`config.mk`:
```
export PLATFORM = sky130hd
export DESIGN_NAME = hdlc_tx_len_tagger
export DESIGN_NICKNAME = d
export VERILOG_FILES = /design/src/rtl/hdlc_tx_len_tagger_pkg.sv /design/src/rtl/hdlc_tx_len_reg.sv /design/src/rtl/hdlc_tx_len_count.sv /design/src/rtl/hdlc_tx_len_pack.sv /design/src/rtl/hdlc_tx_len_tagger.sv
export SDC_FILE = /design/constraint.sdc
export NUM_CORES = 1
export LEC_CHECK = 0
export ABC_AREA = 0
export BUFFER_PORTS_ARGS = -buffer_cell sky130_fd_sc_hd__buf_4
export CAP_MARGIN = 20
export CORE_UTILIZATION = 47
export DETAILED_ROUTE_END_ITERATION = 10
export PLACE_DENSITY = 0.76
export SLEW_MARGIN = 20
export SYNTH_ARGS = -nofsm -noshare
export SYNTH_HDL_FRONTEND = slang
export SYNTH_SLANG_ARGS = --single-unit
export TNS_END_PERCENT = 100
```
`constraint.sdc`:
```
create_clock -name clk -period 3.3 [get_ports clk]
set_input_delay 0.66 -clock clk [delete_from_list [all_inputs] [get_ports clk]]
set_output_delay 0.66 -clock clk [all_outputs]
set_load 0.02 [all_outputs]
```
`src/rtl/hdlc_tx_len_tagger_pkg.sv`:
```
package hdlc_tx_len_tagger_pkg;
    typedef enum logic [1:0] {
        NXT_HOLD   = 2'd0,
        NXT_DEC    = 2'd1,
        NXT_LOAD   = 2'd2,
        NXT_WRAP   = 2'd3
    } nxt_sel_e;
endpackage

```
`src/rtl/hdlc_tx_len_reg.sv`:
```
module hdlc_tx_len_reg #(
    parameter int unsigned LEN_W = 8
) (
    input  logic             clk,
    input  logic             rst_n,
    input  logic             len_wr,
    input  logic [LEN_W-1:0] len_val,
    output logic [LEN_W-1:0] len_o
);
    typedef struct packed {
        logic [LEN_W-1:0] len;
    } st_t;

    st_t st_d, st_q;

    always_comb begin
        st_d = st_q;
        if (len_wr) begin
            st_d.len = len_val;
        end
    end

    always_ff @(posedge clk) begin
        if (!rst_n) begin
            st_q <= '0;
        end else begin
            st_q <= st_d;
        end
    end

    assign len_o = st_q.len;

    assert_len_load_R2: assert property (@(posedge clk) disable iff (!rst_n)
        len_wr |=> (len_o == $past(len_val)));
endmodule

```
`src/rtl/hdlc_tx_len_count.sv`:
```
module hdlc_tx_len_count
    import hdlc_tx_len_tagger_pkg::*;
#(
    parameter int unsigned LEN_W = 8
) (
    input  logic             clk,
    input  logic             rst_n,
    input  logic             accept,
    input  logic             load,
    input  logic [LEN_W-1:0] load_val,
    input  logic [LEN_W-1:0] len,
    input  logic             cycle_en,
    output logic [LEN_W-1:0] count_o,
    output logic             last_o
);
    localparam logic [LEN_W-1:0] ONE = LEN_W'(1);

    typedef struct packed {
        logic [LEN_W-1:0] count;
    } st_t;

    st_t      st_d, st_q;
    nxt_sel_e sel;
    logic     at_one;

    assign at_one = (st_q.count == ONE);

    always_comb begin
        if (load) begin
            sel = NXT_LOAD;
        end else if (accept && at_one) begin
            sel = NXT_WRAP;
        end else if (accept && (st_q.count != '0)) begin
            sel = NXT_DEC;
        end else begin
            sel = NXT_HOLD;
        end
    end

    always_comb begin
        st_d = st_q;
        unique case (sel)
            NXT_LOAD: st_d.count = load_val;
            NXT_WRAP: st_d.count = cycle_en ? len : '0;
            NXT_DEC:  st_d.count = st_q.count - ONE;
            default:  st_d.count = st_q.count;
        endcase
    end

    always_ff @(posedge clk) begin
        if (!rst_n) begin
            st_q <= '0;
        end else begin
            st_q <= st_d;
        end
    end

    assign count_o = st_q.count;
    assign last_o  = accept && at_one;

    assert_dec_R3: assert property (@(posedge clk) disable iff (!rst_n)
        (accept && !load && count_o > ONE) |=> (count_o == $past(count_o) - ONE));
    assert_stop_R5: assert property (@(posedge clk) disable iff (!rst_n)
        (accept && !load && count_o == ONE && !cycle_en) |=> (count_o == '0));
    assert_reload_R6: assert property (@(posedge clk) disable iff (!rst_n)
        (accept && !load && count_o == ONE && cycle_en) |=> (count_o == len));
    assert_idle_hold_R8: assert property (@(posedge clk) disable iff (!rst_n)
        (!accept && !load) |=> $stable(count_o));
endmodule

```
`src/rtl/hdlc_tx_len_pack.sv`:
```
module hdlc_tx_len_pack #(
    parameter int unsigned DATA_W = 8
) (
    input  logic              wr_req,
    input  logic              fifo_full,
    input  logic [DATA_W-1:0] wr_data,
    input  logic              last,
    output logic              accept,
    output logic              fifo_we,
    output logic [DATA_W:0]   fifo_wdata
);
    assign accept     = wr_req && !fifo_full;
    assign fifo_we    = accept;
    assign fifo_wdata = {last, wr_data};

    always_comb begin
        assert_full_blocks_R8: assert (!(fifo_full && fifo_we));
        assert_tag_with_we_R4: assert (!(fifo_wdata[DATA_W] && !fifo_we));
    end
endmodule

```
`src/rtl/hdlc_tx_len_tagger.sv`:
```
module hdlc_tx_len_tagger #(
    parameter int unsigned LEN_W  = 8,
    parameter int unsigned DATA_W = 8
) (
    input  logic              clk,
    input  logic              rst_n,
    input  logic              len_wr,
    input  logic [LEN_W-1:0]  len_val,
    input  logic              cycle_en,
    input  logic              wr_req,
    input  logic [DATA_W-1:0] wr_data,
    input  logic              fifo_full,
    output logic              fifo_we,
    output logic [DATA_W:0]   fifo_wdata,
    output logic [LEN_W-1:0]  count
);
    logic [LEN_W-1:0] len;
    logic             accept;
    logic             last;

    hdlc_tx_len_reg #(.LEN_W(LEN_W)) u_len (
        .clk     (clk),
        .rst_n   (rst_n),
        .len_wr  (len_wr),
        .len_val (len_val),
        .len_o   (len)
    );

    hdlc_tx_len_count #(.LEN_W(LEN_W)) u_cnt (
        .clk      (clk),
        .rst_n    (rst_n),
        .accept   (accept),
        .load     (len_wr),
        .load_val (len_val),
        .len      (len),
        .cycle_en (cycle_en),
        .count_o  (count),
        .last_o   (last)
    );

    hdlc_tx_len_pack #(.DATA_W(DATA_W)) u_pack (
        .wr_req     (wr_req),
        .fifo_full  (fifo_full),
        .wr_data    (wr_data),
        .last       (last),
        .accept     (accept),
        .fifo_we    (fifo_we),
        .fifo_wdata (fifo_wdata)
    );

    assert_count_bounded_R10: assert property (@(posedge clk) disable iff (!rst_n)
        count <= len);
    assert_zero_len_R7: assert property (@(posedge clk) disable iff (!rst_n)
        (len == '0) |-> !fifo_wdata[DATA_W]);
endmodule

```
==> results.txt <==
Traced cell by cell, the critical path runs through ha_1, or3b_1, nor3_2, buf_4. The via total after detailed routing came out at 1071. On the final layout, the worst hold slack is 0.4822 ns.

Setup violations remaining at the end of the flow were counted as 0. The maximum number of pins on one net before global-route repair is 27. The number of enable flip-flop cells after synthesis came out at 0. The die is 50.51 um wide.

The clock-pin transition on the worst setup and hold timing paths came out at 0.09 ns. The cell family contributing the most delay on the critical path is simple AND/OR/NAND/NOR gates. The total of max-cap violations is 0.

The post-route setup TNS is 0 ns. The signed area change from the synthesized netlist to the final layout came out at 12.22%. The final hold violation count is 0. The slew at the pin with the worst max-slew slack is 0.3942 ns. At the worst endpoint, the arrival time is 1.96 ns. The number of buffers and inverters on the critical path is 1. The worst register-to-register path begins at u_cnt.count_o[0]$_SDFFE_PN0P_. The buffer count from post-CTS setup fixing came out at 0. The switching part of the total power came out at 34.40%. sky130_fd_sc_hd__dfxtp_1 is the most common cell in the netlist. The number of gates given a new drive strength after cts came out at 0. The fraction of the core area covered by cells at the end of the flow came out at 56.11%. The worst setup path is launched from a flop.

The global placement routability congestion is 0.8631. The later-pin clock latency in the skew report is 0.29 ns. The first routing iteration left 57 violations. The type of the worst setup path is reg -> out. The count of port buffers added during placement came out at 23. Dividing the detail-routed via count by the number of cells gives 6.191. The deepest level of the CTS H-tree came out at 1.

The via count of the first global-routing pass came out at 960. The count of pins on the block boundary came out at 40. The count of pins over their slew limit came to 0.

The switching power of the nets is 0.1677 mW. The worst-case vdd ir drop came out at 0.2779 mV. The tree is rooted in a sky130_fd_sc_hd__clkbuf_4. The cell count of the worst reg-to-reg path is 5. The total stage count of the critical path came out at 4. Setup repair after global routing left no endpoint under its margin. The floorplan die area came out at 0.002551 mm2. The post-layout minimum cycle time came out at 2.623 ns. The clock buffer count from CTS is 3. Combinational cells account for 32.5% of the total power.

The relative contribution of sequential cells to total power is 46.6%. TritonCTS built the clock tree. The worst register-to-register path ends at u_cnt.count_o[5]$_SDFFE_PN0P_. The detailed route wirelength on metal3 came out at 187 um.

The total nets after synthesis is 158. Counting along the longest clock path gives a buffer depth of 2. The first global-routing pass estimated 4533 um of wire.

In this run the worst setup path begins at u_cnt.count_o[0]$_SDFFE_PN0P_. The number of core rows is 17. The static leakage came out at 0.4985 nW. The commonest cells after synthesis are sky130_fd_sc_hd__dfxtp_1 (16), sky130_fd_sc_hd__nor2_1 (10), sky130_fd_sc_hd__buf_4 (9), sky130_fd_sc_hd__nand2_1 (9), sky130_fd_sc_hd__nand2b_1 (8). The post-placement worst setup slack came out at 1.000 ns. The proportion of register bits with asynchronous set or reset after synthesis came out at 0%. The number of instances in the synthesized netlist is 133. The total global routing overflow came out at 0. Derived from the worst setup path, the maximum achievable clock frequency is 0.3813 GHz. The distinct cell type count of the synthesized netlist came out at 52. The peak per-stage delay on the critical path is 0.50 ns. The average detailed-routed wire length per instance came out at 15.59 um. The power density over the cells came out at 392.8 mW/mm2.

The average instance area after synthesis is 8.316 um2. The cell area after synthesis came out at 0.001106 mm2. Sequential elements use 28.96% of the synthesized area. The count of inserted antenna diode cells came out at 0. The synthesized flop and latch total is 16. The master of the slowest instance on the critical path is sky130_fd_sc_hd__dfxtp_1.

The worst hold path belongs to the class reg -> reg. The amount of wire on met2 after detailed routing is 1234 um. Ranked by total cell area, the synthesized netlist is headed by sky130_fd_sc_hd__dfxtp_1 (29%), sky130_fd_sc_hd__buf_4 (6.1%), sky130_fd_sc_hd__mux2i_1 (4.5%). In the final layout, the share of cells above drive strength 1 is 22.76%. The routed length on met1 is 1228 um. The routed wire length is 2697 um. The number of optimization iterations in the first detailed-route pass is 4. For this run, the leading register cell type out of synthesis is sky130_fd_sc_hd__dfxtp_1. The count of antenna-violating nets left after detailed routing came out at 0.

The setup slack after layout is 0.6772 ns. The detailed placement HPWL is 2007 um. The required time of the critical path is 2.64 ns.

The maximum fanout along the worst path came out at 9. The total power of the final layout is 0.4876 mW. The worst slew slack as a fraction of its limit came out at 73.04%. In the final design database the tool counted 172 nets. The Yosys warning count is 0. The internal power contribution is 0.3198 mW.

The global-route total usage across every layer is 23.62%. The number of antenna violations at the first check in global routing is 0. Between clock sinks in the finished design, the worst skew comes to 0.006590 ns. The most critical setup path has its endpoint at fifo_wdata[8]. The run finished with clean final reports. The topmost layer with routed signal wires is met4. The clock sink count came out at 16.

The effective utilization at floorplan is 50.00%. The DRC violation count after routing came out at 0. In this run the biggest area consumer among cell types represents 28.96% of the synthesized area.

After floorplanning, the core was sized to cover 0.002212 mm2. Per report_power, the clock group accounts for 20.9% of the total. The height of the chip came out at 50.51 um.

The register-to-register setup slack came out at 1.16 ns. The worst setup path is captured at a primary output. The biggest area consumer among synthesized cells is sky130_fd_sc_hd__dfxtp_1. After clock tree synthesis, the flow added hold-fix buffers numbering 0. The worst path uses 79.48% of the clock period.
through the flow:
stage / std cells / area (um2)
2_1_floorplan: 133 / 1106
4_1_cts: 173 / 1241
3_5_place_dp: 170 / 1219
6_report: 173 / 1241
5_1_grt: 173 / 1241
3_3_place_gp: 170 / 1219
final cells by class:
| type | count | area [um2] |
|---|---|---|
| inverter | 5 | 18.77 |
| tap | 28 | 35.03 |
| multi-input combinational | 98 | 671.9 |
| clock buffer | 3 | 22.52 |
| fill | 217 | 970.9 |
| sequential | 16 | 320.3 |
| timing repair buffer | 23 | 172.7 |
placed cells by master (no fill, tap or decap), types with 4 or more instances in the layout:
cell type	count
sky130_fd_sc_hd__dfxtp_1	16
sky130_fd_sc_hd__o21ai_0	7
sky130_fd_sc_hd__buf_4	23
sky130_fd_sc_hd__inv_1	4
sky130_fd_sc_hd__nor2_1	10
sky130_fd_sc_hd__o31ai_1	4
sky130_fd_sc_hd__nand3_1	5
sky130_fd_sc_hd__a21oi_1	4
sky130_fd_sc_hd__mux2i_1	5
sky130_fd_sc_hd__nand2b_1	8
sky130_fd_sc_hd__o21ai_1	6
sky130_fd_sc_hd__nand2_1	9
worst min-delay path: cells and delay by family, from the launching register on:
family             cells  cell delay [ns]
AOI/OAI and AO/OA      1             0.06
DFF                    1             0.32
and+or+nand+nor        1             0.06
worst min path at each step:
stage                           startpoint                     endpoint  cells after the start
2_1_floorplan  u_len.len_o[4]$_SDFFE_PN0P_  u_len.len_o[4]$_SDFFE_PN0P_                      2
5_1_grt        u_len.len_o[6]$_SDFFE_PN0P_  u_len.len_o[6]$_SDFFE_PN0P_                      2
6_report       u_len.len_o[4]$_SDFFE_PN0P_  u_len.len_o[4]$_SDFFE_PN0P_                      2
3_3_place_gp   u_len.len_o[4]$_SDFFE_PN0P_  u_len.len_o[4]$_SDFFE_PN0P_                      2
4_1_cts        u_len.len_o[4]$_SDFFE_PN0P_  u_len.len_o[4]$_SDFFE_PN0P_                      2
3_5_place_dp   u_len.len_o[7]$_SDFFE_PN0P_  u_len.len_o[7]$_SDFFE_PN0P_                      2
kinds of logic after synthesis:
group,Yosys count,share of synthesized area [%]
compound gates,39,24.66
mux,6,5.543
xor+xnor,2,1.584
simple gates,48,25.57
buf+inv,19,10.29
flops,16,28.96
fa+ha+maj,3,3.394
power by group through the flow:
stage	Sequential, mW	Clock (mW)	Combinational, mW
final	0.227	0.102	0.159
after CTS	0.226	0.105	0.158
after global placement	0.230	0	0.155
after global routing	0.230	0.111	0.174
after floorplan	0.236	0	0.116
after detailed placement	0.231	0	0.156
state kept, by name, summed over array words and instances (netlist names):
| signal | count |
|---|---|
| u_cnt.count_o | 8 |
| u_len.len_o | 8 |
metal layers:
layer,vias to the layer above,track usage [%]
li1,507,-
met1,502,32.77
met2,55,36.22
met3,7,2.727
met4,0,11.11
met5,-,0
Power figures use the tool's default switching activity.
